$ cat src/rtl/sreg_pkg.sv
package sreg_pkg;

    typedef enum logic [1:0] {
        ST_IDLE  = 2'd0,
        ST_READ  = 2'd1,
        ST_WRITE = 2'd2,
        ST_FAULT = 2'd3
    } acc_state_e;

    localparam int unsigned VIEW_LAST    = 7;
    localparam int unsigned SEL_MSP      = 8;
    localparam int unsigned SEL_PSP      = 9;
    localparam int unsigned SEL_PRIM     = 16;
    localparam int unsigned SEL_BPRI     = 17;
    localparam int unsigned SEL_BPRI_MAX = 18;
    localparam int unsigned SEL_FMASK    = 19;
    localparam int unsigned SEL_CTRL     = 20;

    localparam logic [31:0] FLAG_MASK   = 32'hF800_0000;
    localparam logic [31:0] EXC_MASK    = 32'h0000_01FF;
    localparam logic [31:0] XSTATE_MASK = 32'h0700_FC00;

    function automatic logic sel_known(input int unsigned s);
        return (s <= SEL_PSP) || ((s >= SEL_PRIM) && (s <= SEL_CTRL));
    endfunction

endpackage

$ cat src/rtl/sreg_store.sv
module sreg_store
    import sreg_pkg::*;
#(
    parameter int unsigned DATA_W = 32,
    parameter int unsigned SEL_W  = 8,
    parameter int unsigned PRIO_W = 8
) (
    input  logic              clk,
    input  logic              rst_n,
    input  logic              wr_go,
    input  logic [SEL_W-1:0]  sel,
    input  logic              priv,
    input  logic [DATA_W-1:0] wdata,
    input  logic              xs_load,
    input  logic [DATA_W-1:0] xs_data,
    output logic [DATA_W-1:0] psr,
    output logic [DATA_W-1:0] sp_live,
    output logic [DATA_W-1:0] sp_bank,
    output logic [1:0]        ctl,
    output logic              primask,
    output logic              faultmask,
    output logic [PRIO_W-1:0] basepri
);

    localparam logic [DATA_W-1:0] FLG_M = DATA_W'(FLAG_MASK);
    localparam logic [DATA_W-1:0] SIDE_M = DATA_W'(EXC_MASK | XSTATE_MASK);

    logic              view_wr;
    logic              priv_wr;
    logic [DATA_W-1:0] psr_nxt;
    logic [PRIO_W-1:0] bp_new;
    logic              bp_raise;
    logic              sp_swap;

    assign view_wr  = wr_go && (sel <= SEL_W'(VIEW_LAST));
    assign priv_wr  = wr_go && priv;
    assign bp_new   = wdata[PRIO_W-1:0];
    assign bp_raise = (bp_new != '0) && ((basepri == '0) || (bp_new < basepri));
    assign sp_swap  = priv_wr && (sel == SEL_W'(SEL_CTRL)) && (wdata[1] != ctl[1]);

    always_comb begin
        psr_nxt = psr;
        if (view_wr) begin
            psr_nxt = (psr_nxt & ~FLG_M) | (wdata & FLG_M);
        end
        if (xs_load) begin
            psr_nxt = (psr_nxt & ~SIDE_M) | (xs_data & SIDE_M);
        end
    end

    always_ff @(posedge clk) begin
        if (!rst_n) begin
            psr <= '0;
        end else begin
            psr <= psr_nxt;
        end
    end

    always_ff @(posedge clk) begin
        if (!rst_n) begin
            sp_live   <= '0;
            sp_bank   <= '0;
            ctl       <= '0;
            primask   <= 1'b0;
            faultmask <= 1'b0;
            basepri   <= '0;
        end else if (sp_swap) begin
            sp_live <= sp_bank;
            sp_bank <= sp_live;
            ctl     <= wdata[1:0];
        end else if (priv_wr) begin
            unique case (sel)
                SEL_W'(SEL_MSP): begin
                    if (ctl[1]) sp_bank <= wdata;
                    else        sp_live <= wdata;
                end
                SEL_W'(SEL_PSP): begin
                    if (ctl[1]) sp_live <= wdata;
                    else        sp_bank <= wdata;
                end
                SEL_W'(SEL_PRIM):  primask   <= wdata[0];
                SEL_W'(SEL_BPRI):  basepri   <= bp_new;
                SEL_W'(SEL_BPRI_MAX): begin
                    if (bp_raise) basepri <= bp_new;
                end
                SEL_W'(SEL_FMASK): faultmask <= wdata[0];
                SEL_W'(SEL_CTRL):  ctl       <= wdata[1:0];
                default: ;
            endcase
        end
    end

endmodule

$ cat src/rtl/sreg_view_mux.sv
module sreg_view_mux
    import sreg_pkg::*;
#(
    parameter int unsigned DATA_W = 32,
    parameter int unsigned SEL_W  = 8,
    parameter int unsigned PRIO_W = 8
) (
    input  logic [SEL_W-1:0]  sel,
    input  logic              priv,
    input  logic [DATA_W-1:0] psr,
    input  logic [DATA_W-1:0] sp_live,
    input  logic [DATA_W-1:0] sp_bank,
    input  logic [1:0]        ctl,
    input  logic              primask,
    input  logic              faultmask,
    input  logic [PRIO_W-1:0] basepri,
    output logic [DATA_W-1:0] value,
    output logic              known
);

    logic [DATA_W-1:0] view_mask;
    logic [DATA_W-1:0] bp_ext;

    generate
        if (PRIO_W < DATA_W) begin : g_bp_pad
            assign bp_ext = {{(DATA_W-PRIO_W){1'b0}}, basepri};
        end else begin : g_bp_full
            assign bp_ext = basepri[DATA_W-1:0];
        end
    endgenerate

    assign known = sel_known(int'(sel));

    always_comb begin
        view_mask = '0;
        if (!sel[2])           view_mask = view_mask | DATA_W'(FLAG_MASK);
        if (sel[0] && priv)    view_mask = view_mask | DATA_W'(EXC_MASK);
    end

    always_comb begin
        value = '0;
        if (sel <= SEL_W'(VIEW_LAST)) begin
            value = psr & view_mask;
        end else if (sel == SEL_W'(SEL_CTRL)) begin
            value = {{(DATA_W-2){1'b0}}, ctl};
        end else if (priv) begin
            unique case (sel)
                SEL_W'(SEL_MSP):      value = ctl[1] ? sp_bank : sp_live;
                SEL_W'(SEL_PSP):      value = ctl[1] ? sp_live : sp_bank;
                SEL_W'(SEL_PRIM):     value = {{(DATA_W-1){1'b0}}, primask};
                SEL_W'(SEL_BPRI):     value = bp_ext;
                SEL_W'(SEL_BPRI_MAX): value = bp_ext;
                SEL_W'(SEL_FMASK):    value = {{(DATA_W-1){1'b0}}, faultmask};
                default:              value = '0;
            endcase
        end
    end

endmodule

$ cat src/rtl/sreg_seq_fsm.sv
module sreg_seq_fsm
    import sreg_pkg::*;
#(
    parameter int unsigned DATA_W = 32
) (
    input  logic              clk,
    input  logic              rst_n,
    input  logic              rd_en,
    input  logic              wr_en,
    input  logic              priv,
    input  logic              known,
    input  logic [DATA_W-1:0] value,
    output logic              wr_go,
    output logic [DATA_W-1:0] rd_data,
    output logic              rd_valid,
    output logic              sel_err
);

    acc_state_e state_q;
    acc_state_e state_d;

    always_comb begin
        if ((rd_en || wr_en) && priv && !known) state_d = ST_FAULT;
        else if (wr_en)                         state_d = ST_WRITE;
        else if (rd_en)                         state_d = ST_READ;
        else                                    state_d = ST_IDLE;
    end

    assign wr_go = (state_d == ST_WRITE);

    always_ff @(posedge clk) begin
        if (!rst_n) state_q <= ST_IDLE;
        else        state_q <= state_d;
    end

    always_ff @(posedge clk) begin
        if (!rst_n) begin
            rd_data <= '0;
        end else begin
            unique case (state_d)
                ST_READ:  rd_data <= value;
                ST_IDLE,
                ST_WRITE,
                ST_FAULT: rd_data <= '0;
            endcase
        end
    end

    assign rd_valid = (state_q == ST_READ);
    assign sel_err  = (state_q == ST_FAULT);

endmodule

$ cat src/rtl/sreg_access_unit.sv
module sreg_access_unit
    import sreg_pkg::*;
#(
    parameter int unsigned DATA_W = 32,
    parameter int unsigned SEL_W  = 8,
    parameter int unsigned PRIO_W = 8
) (
    input  logic              clk,
    input  logic              rst_n,
    input  logic [SEL_W-1:0]  sel,
    input  logic              rd_en,
    input  logic              wr_en,
    input  logic [DATA_W-1:0] wr_data,
    input  logic              priv,
    input  logic              xs_load,
    input  logic [DATA_W-1:0] xs_data,
    output logic [DATA_W-1:0] rd_data,
    output logic              rd_valid,
    output logic              sel_err
);

    logic [DATA_W-1:0] psr;
    logic [DATA_W-1:0] sp_live;
    logic [DATA_W-1:0] sp_bank;
    logic [1:0]        ctl;
    logic              primask;
    logic              faultmask;
    logic [PRIO_W-1:0] basepri;
    logic [DATA_W-1:0] value;
    logic              known;
    logic              wr_go;

    sreg_seq_fsm #(.DATA_W(DATA_W)) u_fsm (
        .clk      (clk),
        .rst_n    (rst_n),
        .rd_en    (rd_en),
        .wr_en    (wr_en),
        .priv     (priv),
        .known    (known),
        .value    (value),
        .wr_go    (wr_go),
        .rd_data  (rd_data),
        .rd_valid (rd_valid),
        .sel_err  (sel_err)
    );

    sreg_store #(.DATA_W(DATA_W), .SEL_W(SEL_W), .PRIO_W(PRIO_W)) u_store (
        .clk       (clk),
        .rst_n     (rst_n),
        .wr_go     (wr_go),
        .sel       (sel),
        .priv      (priv),
        .wdata     (wr_data),
        .xs_load   (xs_load),
        .xs_data   (xs_data),
        .psr       (psr),
        .sp_live   (sp_live),
        .sp_bank   (sp_bank),
        .ctl       (ctl),
        .primask   (primask),
        .faultmask (faultmask),
        .basepri   (basepri)
    );

    sreg_view_mux #(.DATA_W(DATA_W), .SEL_W(SEL_W), .PRIO_W(PRIO_W)) u_mux (
        .sel       (sel),
        .priv      (priv),
        .psr       (psr),
        .sp_live   (sp_live),
        .sp_bank   (sp_bank),
        .ctl       (ctl),
        .primask   (primask),
        .faultmask (faultmask),
        .basepri   (basepri),
        .value     (value),
        .known     (known)
    );

endmodule

$ cat config.mk
export PLATFORM = sky130hd
export DESIGN_NAME = sreg_access_unit
export DESIGN_NICKNAME = d
export VERILOG_FILES = /design/src/rtl/sreg_pkg.sv /design/src/rtl/sreg_store.sv /design/src/rtl/sreg_view_mux.sv /design/src/rtl/sreg_seq_fsm.sv /design/src/rtl/sreg_access_unit.sv
export SDC_FILE = /design/constraint.sdc
export NUM_CORES = 1
export LEC_CHECK = 0
export ABC_CLOCK_PERIOD_IN_PS = 2450
export CORE_MARGIN = 2
export CORE_UTILIZATION = 30
export CTS_BUF_LIST = sky130_fd_sc_hd__clkbuf_8
export CTS_CLUSTER_SIZE = 12
export DETAILED_ROUTE_END_ITERATION = 8
export GPL_TIMING_DRIVEN = 0
export PLACE_DENSITY_LB_ADDON = 0.05
export SLEW_MARGIN = 10
export SYNTH_ARGS = -nofsm -noshare
export SYNTH_HDL_FRONTEND = slang
export SYNTH_SLANG_ARGS = --single-unit
$ cat constraint.sdc
create_clock -name clk -period 2.45 [get_ports clk]
set_input_delay 0.245 -clock clk [delete_from_list [all_inputs] [get_ports clk]]
set_output_delay 0.245 -clock clk [all_outputs]
set_load 0.05 [all_outputs]
After elaboration in Yosys (flattened, before gate mapping)
Index checks and enable logic that the tools add are counted.

Bits of input ports: 78. Bits in registers: 142. Word-level logic and storage cells: 93. Output and inout port bits: 34.

Equality and inequality tests: 18. Reductions and logical operators: 29. Bitwise operators: 4. Muxes and demuxes: 27. Order comparisons: 5.

Operators with widths (number): 32-bit two-way mux (14); 32-bit one-hot mux with 2 select lines (3); 32-bit one-hot mux with 5 select lines (1); 8-bit by 5-bit equality test with 1-bit output, second input constant (5); 32-bit bitwise AND (1); 27-bit by 32-bit bitwise OR with 32-bit output (1); 32-bit by 27-bit bitwise OR with 32-bit output (1); 8-bit by 4-bit equality test with 1-bit output, second input constant (2); 8-bit one-hot mux with 2 select lines (1); 3-bit inequality test, second input constant (4); 4-bit AND reduction (3); 2-bit two-way mux (5); 1-bit logical AND (9); 9-bit two-way mux (1); 8-bit by 5-bit greater-or-equal comparator with 1-bit output, second input constant (1); 8-bit by 3-bit less-or-equal comparator with 1-bit output, second input constant (1); 8-bit by 4-bit less-or-equal comparator with 1-bit output, second input constant (1); 8-bit by 5-bit less-or-equal comparator with 1-bit output, second input constant (1); 8-bit logical NOT (1); 8-bit less-than comparator (1); 8-bit two-way mux (1); 2-bit nonzero test (4); 8-bit nonzero test (1); 2-bit equality test, second input constant (3); other kinds (13) (17).

Longest topological paths before layout
Gate-level depths: netlist of the first run.

Depth after elaboration: 12. Gate-level depth with buffers: 9. Gate-level depth less buffers: 7.

Hierarchy
A second synthesis of the first run with hierarchy kept.

Cell total of the unflattened synthesis: 725. Area, all modules: 6543.8 um2.

By module, submodules not included: sreg_store (sequential area each 1981.9 um2, cells each 506, area an instance 4524.3 um2, times used 1); sreg_seq_fsm (sequential area each 680.7 um2, cells each 80, area an instance 1017.2 um2, times used 1); sreg_view_mux (sequential area each 0.0 um2, cells each 139, area an instance 1002.2 um2, times used 1).

Least setup slack after synthesis of the first run
Ideal clock, no wire load.

Kind: input to register. Start point: input port sel[3]. End point: register u_fsm.rd_data[10]. Required time: 2.384 ns. Data arrival time: 1.829 ns. Stages: 7. Library setup time: 0.066 ns. Buffers on the path: 2. Setup slack: 0.555 ns. Cell sequence: or4_4 o21a_1 a31o_2 or2_1 buf_6 buf_6 a21oi_2.

Cells in the longest elaborated chain, start to end: 9. Elaborated cells on any way between the ends: 27. Classes of those cells: order compare: 4; eq/ne: 10; mux: 6; reduce/logical: 7.

Ends and longest elaborated chain: from (decl) (line sreg_access_unit.sv:10) `input logic [SEL_W-1:0] sel,`; 8-bit by 5-bit greater-or-equal comparator with 1-bit output / 8-bit by 5-bit less-or-equal comparator with 1-bit output (equally long branches) (line sreg_pkg.sv:24) `return (s <= SEL_PSP) || ((s >= SEL_PRIM) && (s <= SEL_CTRL));`; 1-bit logical AND (line sreg_pkg.sv:24); 1-bit logical OR (line sreg_pkg.sv:24); 1-bit logical NOT (line sreg_seq_fsm.sv:23) `if ((rd_en || wr_en) && priv && !known) state_d = ST_FAULT;`; 1-bit logical AND (line sreg_seq_fsm.sv:23); 2-bit two-way mux (line sreg_seq_fsm.sv:23); 2-bit equality test / 2-bit logical NOT (equally long branches) (line sreg_seq_fsm.sv:40) `unique case (state_d)`; 3-bit OR reduction (line sreg_seq_fsm.sv:40); 32-bit one-hot mux with 2 select lines * (line sreg_seq_fsm.sv:40); to (signal assigned) (line sreg_seq_fsm.sv:41) `ST_READ: rd_data <= value;`; to (decl) (line sreg_seq_fsm.sv:14) `output logic [DATA_W-1:0] rd_data,`.

Mark *: on every way between the ends. The rest lies on a longest branch, timed or not. A chain may end at the register's enable or synchronous reset.

Worst setup path after layout of the first run
Start point: input port sel[3]. End point: register u_fsm.rd_data[11].

Same word-level chain as after synthesis.

==> results of run 1 <==
## cells in the final DEF (no fill, tap or decap), types with 3 or more instances in the layout
cell | Yosys | final
a21oi_1 | 83 | 83
a21oi_2 | 10 | 10
a22o_1 | 8 | 8
a22oi_1 | 9 | 9
a2bb2oi_1 | 5 | 5
and3_1 | 4 | 4
buf_2 | 15 | 15
buf_4 | 3 | 3
clkbuf_1 | 27 | 25
clkbuf_8 | 0 | 20
clkdlybuf4s50_1 | 0 | 83
clkinv_2 | 0 | 3
clkinvlp_4 | 0 | 3
dfxtp_1 | 124 | 124
ha_1 | 7 | 7
inv_1 | 9 | 11
mux2i_1 | 88 | 88
nand2_1 | 50 | 50
nand3_1 | 17 | 17
nor2_1 | 27 | 27
nor3_1 | 5 | 5
nor4_1 | 5 | 4
o21ai_0 | 68 | 68
o2bb2ai_1 | 7 | 7
## how the worst min path moves through the flow
stage	from	endpoint	slack, ns	cells after the start
6_report	wr_en	u_store.psr[30]	0.25	3
3_5_place_dp	u_store.psr[0]	u_fsm.rd_data[0]	0.45	2
2_1_floorplan	wr_data[2]	u_store.basepri[2]	0.37	1
4_1_cts	wr_en	u_store.psr[30]	0.22	3
3_3_place_gp	u_store.ctl[0]	u_store.ctl[0]	0.44	2
5_1_grt	wr_en	u_store.psr[30]	0.24	3
## timing repair
action,CTS,global route
setup endpoints to repair,51,40
resized for setup,2,4
pin swaps,0,0
## through the flow
step	total power [W]	utilization (%)	setup slack [ns]
5_1_grt	0.00431	39.3	0.0586
2_1_floorplan	0.00221	-	0.555
4_1_cts	0.00420	39.2	0.134
3_5_place_dp	0.00237	37.0	-0.566
3_3_place_gp	0.00237	37.0	-0.543
6_report	0.00413	39.3	0.170
## kinds of logic after synthesis
family / after synthesis / synth area share (%)
AO/OA/AOI/OAI: 206 / 22.2
XOR/XNOR: 4 / 0.632
adder cells (fa/ha/maj): 7 / 1.58
buffers and inverters: 56 / 4.60
flip-flops: 124 / 44.8
multiplexers: 88 / 15.9
AND/OR/NAND/NOR: 124 / 10.4
## flip-flops by register name, indices dropped and copies added (netlist names)
name,cells
u_fsm.rd_data,32
u_fsm.state_q,2
u_store.basepri,8
u_store.ctl,2
u_store.faultmask,1
u_store.primask,1
u_store.psr,14
u_store.sp_bank,32
u_store.sp_live,32
## report_power, final
group          switching, W  internal [W]  leakage [nW]
Sequential       0.00000685       0.00203          1.00
Combinational      0.000162      0.000129          1.11
Clock              0.000834      0.000975         0.203
## per-layer routing
layer / track usage (%) / wire length, um / vias to the layer above / share of wire [%]
met3: 4.14 / 706 / 9 / 4.3
met1: 22.1 / 7650 / 2367 / 47
met5: 0 / 0 / - / 0
met4: 4.37 / 93 / 0 / 0.57
met2: 28.1 / 8000 / 102 / 49
li1: - / - / 2402 / -
## cell type report
class | count | area [um2] | share of cell area (%)
Multi-Input combinational cell | 429 | 2830 | 39.9
Buffer | 47 | 224 | 3.16
Sequential cell | 124 | 2480 | 35.0
Clock inverter | 12 | 123 | 1.73
Timing Repair Buffer | 83 | 831 | 11.7
Inverter | 9 | 33.8 | 0.477
Clock buffer | 20 | 275 | 3.89
Tap cell | 229 | 287 | 4.04
## critical path: stages
cell	delay [ns]
clkdlybuf4s50_1	0.50
or4_4	0.62
o21a_1	0.25
a31o_2	0.28
or2_1	0.28
buf_6	0.17
buf_6	0.16
a21oi_2	0.12
==> flow_metrics.env, run 1 <==
export IMPL_diodes=0
export IMPL_synth_seq_area_share_pct=44.8
export IMPL_track_usage_pct=16.9
export IMPL_stdcell_area_mm2=0.00708
export IMPL_cts_sinks=124
export IMPL_crit_start="sel[3]"
export IMPL_grt_pass1_vias=4960
export IMPL_tritoncts="yes"
export IMPL_grt_pass1_wl_um=26200
export IMPL_finalCriticalPeriod_ns=2.28
export IMPL_p_leak_nw=2.31
export IMPL_synth_top_area_share_pct=44.8
export IMPL_rsz0062_at_grt="false"
export IMPL_grt_max_degree=17
export IMPL_status="complete, no violations"
export IMPL_vias_per_cell=5.12
export IMPL_vias=4880
export IMPL_floorplan_initialDensity_pct=30.8
export IMPL_cts_hold_buffers=0
export IMPL_final_cells=953
export IMPL_syn_nets=694
export IMPL_synth_area_per_cell_um2=9.11
export IMPL_io_pin_count=112
export IMPL_rr_worst_depth=6
export IMPL_synth_most_common_cell="dfxtp_1"
export IMPL_syn_area_mm2=0.00555
export IMPL_die_y_um=140
export IMPL_worstReg2RegStart="u_store.ctl[1]"
export IMPL_hold_worst_slack_ns=0.253
export IMPL_max_freq_mhz=439
export IMPL_synth_area_leaders="dfxtp_1 45%, mux2i_1 16%, a21oi_1 7.5%, o21ai_0 6.1%, nand2_1 3.4%"
export IMPL_cp_endpoint="u_fsm.rd_data[11]"
export IMPL_cp_max_fo=10
export IMPL_nets=796
export IMPL_place_gp_congestion=0.814
export IMPL_drv_slew=0
export IMPL_setup_viol=0
export IMPL_synth_seq_cells=124
export IMPL_rows=49
export IMPL_rrSetupSlack_ns=0.23
export IMPL_cp_arrival_ns=2.64
export IMPL_min_path_type="input pin to flop"
export IMPL_startpoint_type="input pin"
export IMPL_synth_edf_count=0
export IMPL_maxCapViolations=0
export IMPL_wire_per_inst_um=17.3
export IMPL_synth_top_cell_by_area="dfxtp_1"
export IMPL_grt_overflow_total=0
export IMPL_maxSlewHeadroom_pct=40.6
export IMPL_synthTopCellsByCount="124 x dfxtp_1, 88 x mux2i_1, 83 x a21oi_1"
export IMPL_dr_first_iter_drc_count=208
export IMPL_dp_cells=921
export IMPL_hold_viol=0
export IMPL_postRouteAntennaNets=0
export IMPL_endpoint_kind="flop"
export IMPL_worstSetupPathType="input pin to flop"
export IMPL_setup_tns_ns=0
export IMPL_postCtsSetupRepairBufs=0
export IMPL_synth_distinct_cells=47
export IMPL_cts_htree_levels=4
export IMPL_cts_buffer_depth=2
export IMPL_clk_latency_ns=0.43
export IMPL_synthArstFlopShare_pct=0
export IMPL_first_pass_iters=4
export IMPL_timing_worst_slew_pin_value_ns=0.884
export IMPL_wl_um=16500
export IMPL_place_hpwl_um=11800
export IMPL_synthFlopType="dfxtp_1"
export IMPL_cts_root_buffer="clkbuf_8"
export IMPL_die_area_mm2=0.0196
export IMPL_drc=0
export IMPL_portBuffers=83
export IMPL_yosys_warnings=0
export IMPL_die_w_um=140
export IMPL_cts_made_buffers=17
export IMPL_clk_pin_slew_worst_paths_ns=0.08
export IMPL_place_area_mm2=0.00666
export IMPL_syn_to_final_growth_pct=27.8
export IMPL_vdd_drop_max_v=0.000301
export IMPL_n_fill_cell=1858
export IMPL_period_share_pct=93.0
export IMPL_p_per_area_mw_per_mm2=584
export IMPL_r2r_end="u_fsm.rd_data[11]"
export IMPL_drive_gt1_share_pct=9.53
export IMPL_antenna_found_initial=0
export IMPL_required_ns=2.82
export IMPL_fin_worst_skew_ns=0.00934
export IMPL_synth_cells=609
export IMPL_coreArea_mm2=0.0180
Power figures use the tool's default switching activity.
==> inputs of run 2 (changes only) <==
--- a/config.mk
+++ b/config.mk
@@ -13,7 +13,7 @@
 export DETAILED_ROUTE_END_ITERATION = 8
 export GPL_TIMING_DRIVEN = 0
 export PLACE_DENSITY_LB_ADDON = 0.05
-export SLEW_MARGIN = 10
+export SKIP_LAST_GASP = 1
 export SYNTH_ARGS = -nofsm -noshare
 export SYNTH_HDL_FRONTEND = slang
 export SYNTH_SLANG_ARGS = --single-unit
==> results of run 2 <==
Same layout as run 1: the final DEF is identical, and so are final timing and power.
==> inputs of run 3 (changes only) <==
--- a/config.mk
+++ b/config.mk
@@ -9,7 +9,6 @@
 export CORE_MARGIN = 2
 export CORE_UTILIZATION = 30
 export CTS_BUF_LIST = sky130_fd_sc_hd__clkbuf_8
-export CTS_CLUSTER_SIZE = 12
 export DETAILED_ROUTE_END_ITERATION = 8
 export GPL_TIMING_DRIVEN = 0
 export PLACE_DENSITY_LB_ADDON = 0.05
==> results of run 3 <==
Same layout as run 1: the final DEF is identical, and so are final timing and power.
